File: src/rtl/rtag_lfsr_pkg.sv
package rtag_lfsr_pkg;

    localparam int unsigned STATE_W_DEF = 16;
    localparam int unsigned TAG_W_DEF   = 4;

    // Feedback taps at state bits 5, 3, 2 and 0.
    localparam logic [STATE_W_DEF-1:0] TAPS_DEF  = 16'h002D;
    localparam logic [STATE_W_DEF-1:0] RESET_DEF = 16'h0001;

    typedef enum logic [1:0] {
        OP_HOLD = 2'd0,
        OP_LOAD = 2'd1,
        OP_GEN  = 2'd2
    } rtag_op_e;

endpackage

File: src/rtl/rtag_lfsr_step.sv
module rtag_lfsr_step #(
    parameter int unsigned          STATE_W = 16,
    parameter logic [STATE_W-1:0]   TAPS    = 16'h002D
) (
    input  logic [STATE_W-1:0] cur_i,
    output logic [STATE_W-1:0] nxt_o,
    output logic               fb_o
);

    always_comb begin
        fb_o  = ^(cur_i & TAPS);
        nxt_o = {fb_o, cur_i[STATE_W-1:1]};
    end

endmodule

File: src/rtl/rtag_lfsr_unroll.sv
module rtag_lfsr_unroll #(
    parameter int unsigned          STATE_W = 16,
    parameter int unsigned          STEPS   = 4,
    parameter logic [STATE_W-1:0]   TAPS    = 16'h002D
) (
    input  logic [STATE_W-1:0] start_i,
    output logic [STATE_W-1:0] end_o,
    output logic [STEPS-1:0]   bits_o
);

    logic [STATE_W-1:0] chain [0:STEPS];

    assign chain[0] = start_i;

    for (genvar k = 0; k < STEPS; k++) begin : g_stage
        // The feedback of stage k becomes output bit k, first stage in bit 0.
        rtag_lfsr_step #(
            .STATE_W (STATE_W),
            .TAPS    (TAPS)
        ) u_step (
            .cur_i (chain[k]),
            .nxt_o (chain[k+1]),
            .fb_o  (bits_o[k])
        );
    end

    assign end_o = chain[STEPS];

endmodule

File: src/rtl/rtag_lfsr_top.sv
module rtag_lfsr_top
    import rtag_lfsr_pkg::*;
#(
    parameter int unsigned                STATE_W = STATE_W_DEF,
    parameter int unsigned                TAG_W   = TAG_W_DEF,
    parameter logic [STATE_W_DEF-1:0]     TAPS    = TAPS_DEF,
    parameter logic [STATE_W_DEF-1:0]     RST_VAL = RESET_DEF
) (
    input  logic               clk,
    input  logic               rst_n,
    input  logic               gen_req,
    input  logic               load_en,
    input  logic [STATE_W-1:0] load_data,
    output logic [TAG_W-1:0]   tag_o,
    output logic               tag_vld_o,
    output logic [STATE_W-1:0] state_o
);

    localparam int unsigned SHIFT_KEEP = STATE_W - TAG_W;

    typedef struct packed {
        logic [STATE_W-1:0] state;
        logic [TAG_W-1:0]   tag;
        logic               vld;
    } regs_t;

    regs_t    r_d, r_q;
    rtag_op_e op;

    logic [STATE_W-1:0] adv_state;
    logic [TAG_W-1:0]   adv_bits;

    rtag_lfsr_unroll #(
        .STATE_W (STATE_W),
        .STEPS   (TAG_W),
        .TAPS    (TAPS[STATE_W-1:0])
    ) u_unroll (
        .start_i (r_q.state),
        .end_o   (adv_state),
        .bits_o  (adv_bits)
    );

    always_comb begin
        if (load_en)      op = OP_LOAD;
        else if (gen_req) op = OP_GEN;
        else              op = OP_HOLD;

        r_d     = r_q;
        r_d.vld = 1'b0;
        case (op)
            OP_LOAD: r_d.state = load_data;
            OP_GEN: begin
                r_d.state = adv_state;
                r_d.tag   = adv_bits;
                r_d.vld   = 1'b1;
            end
            default: ;
        endcase
    end

    always_ff @(posedge clk) begin
        if (!rst_n) begin
            r_q.state <= RST_VAL[STATE_W-1:0];
            r_q.tag   <= '0;
            r_q.vld   <= 1'b0;
        end else begin
            r_q <= r_d;
        end
    end

    assign state_o   = r_q.state;
    assign tag_o     = r_q.tag;
    assign tag_vld_o = r_q.vld;

    AST_LOAD_WINS: assert property (@(posedge clk) disable iff (!rst_n)
        load_en |=> (state_o == $past(load_data)) && !tag_vld_o && $stable(tag_o));

    AST_SHIFT_FOUR: assert property (@(posedge clk) disable iff (!rst_n)
        (gen_req && !load_en) |=> state_o[SHIFT_KEEP-1:0] == $past(state_o[STATE_W-1:TAG_W]));

    AST_ZERO_LOCK: assert property (@(posedge clk) disable iff (!rst_n)
        (gen_req && !load_en && state_o == '0) |=> (state_o == '0) && (tag_o == '0));

    AST_IDLE_HOLD: assert property (@(posedge clk) disable iff (!rst_n)
        (!gen_req && !load_en) |=> $stable(state_o) && $stable(tag_o));

    AST_VLD_PULSE: assert property (@(posedge clk) disable iff (!rst_n)
        (gen_req && !load_en) |=> tag_vld_o);

    AST_VLD_QUIET: assert property (@(posedge clk) disable iff (!rst_n)
        (!gen_req || load_en) |=> !tag_vld_o);

endmodule

File: config.mk
export PLATFORM = sky130hd
export DESIGN_NAME = rtag_lfsr_top
export DESIGN_NICKNAME = d
export VERILOG_FILES = /design/src/rtl/rtag_lfsr_pkg.sv /design/src/rtl/rtag_lfsr_step.sv /design/src/rtl/rtag_lfsr_unroll.sv /design/src/rtl/rtag_lfsr_top.sv
export SDC_FILE = /design/constraint.sdc
export NUM_CORES = 1
export LEC_CHECK = 0
export BUFFER_PORTS_ARGS = -buffer_cell sky130_fd_sc_hd__buf_4
export CORE_UTILIZATION = 40
export DETAILED_ROUTE_END_ITERATION = 6
export PLACE_DENSITY = 0.68
export SLEW_MARGIN = 20
export SYNTH_ARGS = -nofsm -noshare
export SYNTH_HDL_FRONTEND = slang
export SYNTH_SLANG_ARGS = --single-unit
File: constraint.sdc
create_clock -name clk -period 2.72 [get_ports clk]
set_clock_uncertainty 0.05 [all_clocks]
set_input_delay 0.544 -clock clk [delete_from_list [all_inputs] [get_ports clk]]
set_output_delay 0.544 -clock clk [all_outputs]
set_load 0.01 [all_outputs]
Word level (Yosys, flattened, before mapping)
Cells that the tools add are included.
- register bits after elaboration: 21
- output and inout port bits: 21
- word-level logic and storage cells: 14
- equality and inequality tests: 2
- mux-type cells: 4
- reduce and logical (&&, ||, !) cells: 5
- operator list (cell ; count):
    parity 16 bit ; 4
    case mux 16 bit (2 select lines) ; 1
    2-to-1 mux 2 bit ; 2
    equality test 2 x 1 -> 1 bit, second input constant ; 1
    equality test 2 bit, second input constant ; 1
    nonzero test 2 bit ; 1
    2-to-1 mux 1 bit ; 1

Longest topological paths before layout
- depth after elaboration: 4
- gate-level depth with buffers: 5

By module
From an unflattened synthesis, not the netlist that was laid out.
- cell total of the unflattened synthesis: 164
- area total of the unflattened synthesis: 1458.9 µm²
- by module, submodules not included (module ; instances ; cells each ; area an instance (µm²) ; seq. area each (µm²)):
    rtag_lfsr_top ; 1 ; 88 ; 873.3 ; 420.4
    rtag_lfsr_step ; 4 ; 19 ; 146.4 ; 0.0

Worst setup path after synthesis
Ideal clock, no wire load.
- path kind: input to register
- start point: in gen_req
- end point: reg r_q (netlist bit state_o[0])
- library setup time: 123 ps
- arrival: 1151 ps
- data required time: 2547 ps
- path slack: 1395 ps
- stages: 4
- cell sequence: buf_6 > mux2_2 > mux2i_1 > nand2_1
- word-level cells in the longest chain between the ends: 4
- elaborated cells between the ends (all ways): 6
- ends and longest elaborated chain (what ; RTL line ; RTL):
    start, declared ; rtag_lfsr_top.sv:11 ; input logic gen_req,
    2-to-1 mux 2 bit (*) ; rtag_lfsr_top.sv:45 ; else if (gen_req) op = OP_GEN;
    2-to-1 mux 2 bit (*) ; rtag_lfsr_top.sv:44 ; if (load_en) op = OP_LOAD;
    equality test 2 bit or equality test 2 x 1 -> 1 bit (tied branches) ; rtag_lfsr_top.sv:50 ; case (op)
    case mux 16 bit (2 select lines) or nonzero test 2 bit (tied branches) ; - ;
    end signal, assigned ; rtag_lfsr_top.sv:67 ; r_q <= r_d;
    end, declared ; rtag_lfsr_top.sv:27 ; regs_t r_d, r_q;
Every way passes the cells marked *; elsewhere a longest branch is shown, timed or not.
A chain may end at the register's enable or synchronous reset.

Worst setup path after layout
- start point: reg r_q (netlist bit state_o[5])
- end point: out state_o[5]
- RTL lines (what ; RTL line ; RTL):
    end, declared ; rtag_lfsr_top.sv:16 ; output logic [STATE_W-1:0] state_o
No word-level cell between the ends.

==> out/summary.txt <==
Synth Cell Area -> 1040 um^2
DP Worst Slack -> 1.15 ns
First-pass GRT wire length -> 3510 um
DRC violations left -> 0
CP delay by family, top -> flip-flops
Vias/cell -> 4.98
Fmax -> 646 MHz
Root Driver -> clkbuf_4
Diode count -> 0
Row count -> 18
Hpwl dp -> 1540 um
Clk pin slew, worst setup/hold paths -> 0.11 ns
Slack of the critical path -> 1.17 ns
FF-to-FF setup slack -> 1.55 ns
Htree depth -> 1
Total grt overflow -> 0
Die height -> 53.0 um
Most frequent cells in the layout -> buf_4 (40), dfxtp_1 (21), mux2i_1 (12), nand2_1 (12)
Layout Nets -> 167
Drt first pass iters -> 4
Antenna Nets Post-Route -> 0
WP buf/inv -> 1
CP Launch Type -> flip-flop
Area of placed instances -> 1320 um^2
Total power -> 0.652 mW
Synthesized net count -> 130
Max-Cap Viols -> 0
Via Count -> 876
CP max FO -> 5
Post-Syn Instances -> 110
CTS tree -> built
I/O Buffers -> 40
Crit-path slowest cell -> dfxtp_1
Post-Syn Area per Cell -> 9.44 um^2
Reg-to-Reg Start -> state_o[5]
Pin slew with the least headroom to its limit -> 0.289 ns
Placeable Area -> 2450 um^2
YS warnings -> 0
Status -> finished, final reports clean
RSZ-0062 raised after global routing -> false
Die area -> 2800 um^2
Post CTS Setup Buffer Count -> 0
Non-Filler Instances -> 176
DR iter-0 viols -> 10
CP max stage delay -> 0.48 ns
Power density cells -> 485 nW/um^2
Crit Path Class -> flip-flop to output port
TNS Setup -> 0 ns
Setup crit end kind -> output port
Number of global-route vias before repair -> 733
CTS resizes -> 0
Cells on worst reg2reg path -> 3
Layout Utilization -> 54.7%
Register area share after synthesis -> 40.5%
Slew Limit Fails -> 0
Worst Hold Class -> primary input to flip-flop
Gp weighted congestion -> 0.721
Worst reg2reg path endpoint -> state_o[12]
Worst path arrival time -> 0.95 ns
Initial antenna violation count -> 0
Yosys cell types -> 21
# IOs -> 41
Max VDD drop -> 0.442 mV
CTS buffer count -> 3
Setup crit start -> state_o[5]
Min cycle time layout -> 1.55 ns
Worst rel slew slack -> 80.7%
Commonest non-fill, non-tap cell in the layout -> buf_4
Hold Vio Cnt, Final -> 0
Stages on the worst setup path -> 1
CP required -> 2.13 ns
Detailed Route WL -> 2120 um
Fin area -> 1340 um^2
Clock Latency Late Sink -> 0.30 ns
Largest net degree at the start of global routing -> 30
WHS -> 0.399 ns
CP Cell Sequence -> buf_4
Layout cells sized above 1 -> 32.9%
Initial Utilization -> 42.3%
Number of register bits inferred by synthesis -> 21
CTS Buffer Depth -> 2
Die W -> 53.0 um
Wire length per cell -> 12.0 um
Fin crit share -> 56.9%
Sink Count -> 21
Leakage -> 0.610 nW
Area Growth Syn to Fin -> 29.3%
Final setup vio count -> 0
CP endpoint -> state_o[5]
Placed cell count -> 172
Hold_buf cts -> 0
Tot GR Track Use -> 17.2%
tightest hold or removal path, stage by stage:
cell     delay, ns
buf_4         0.08
mux2i_1       0.05
nand2_1       0.05
synth_stat cells (all sizes together):
cell type	instances	area, um^2
mux2	1	11.3
dfxtp	21	420
o21ai	15	75.1
a21oi	4	20.0
clkbuf	2	7.51
nand2	13	56.3
nand2b	5	31.3
and2	11	68.8
o221ai	4	41.3
buf	6	52.5
and2b	1	7.51
mux2i	12	120
nand3	4	20.0
inv	1	3.75
xnor2	10	103
routing by layer:
layer,global-route usage [%],vias to the layer above,wire length (um)
li1,-,445,-
met1,23.9,398,1030
met2,24.9,31,921
met3,6.32,2,155
met4,3.95,0,11
met5,0,-,0
logic make-up after synthesis:
group | after synthesis | synth area share, %
XOR/XNOR | 10 | 9.88
multiplexers | 13 | 12.7
AND/OR/NAND/NOR | 34 | 17.7
AO/OA/AOI/OAI | 23 | 13.1
flip-flops | 21 | 40.5
buffers and inverters | 9 | 6.14
state kept, by name, summed over array words and instances, names as in the netlist:
register   flops
state_o       16
tag_o          4
tag_vld_o      1
report_power, final:
group / total (mW) / internal (mW) / switching [mW]
registers: 0.351 / 0.329 / 0.0213
clock network: 0.147 / 0.0572 / 0.0901
logic: 0.154 / 0.0855 / 0.0682
cell type report:
cell class,count,area (um^2)
Clock buffer,4,26.3
Tap cell,30,37.5
Sequential cell,21,420
Inverter,1,3.75
Timing Repair Buffer,40,300
Multi-Input combinational cell,80,554
Fill cell,240,1110
how the worst min path moves through the flow:
stage | start | slack, ns | depth (start not counted) | end
floorplan | state_o[12] | 0.50 | 2 | state_o[12]
CTS | load_data[0] | 0.40 | 3 | state_o[0]
global placement | tag_o[0] | 0.48 | 2 | tag_o[0]
finish | load_data[0] | 0.40 | 3 | state_o[0]
detailed placement | tag_o[2] | 0.48 | 2 | tag_o[2]
global route | load_data[0] | 0.40 | 3 | state_o[0]
(Power assumes the default switching activity.)
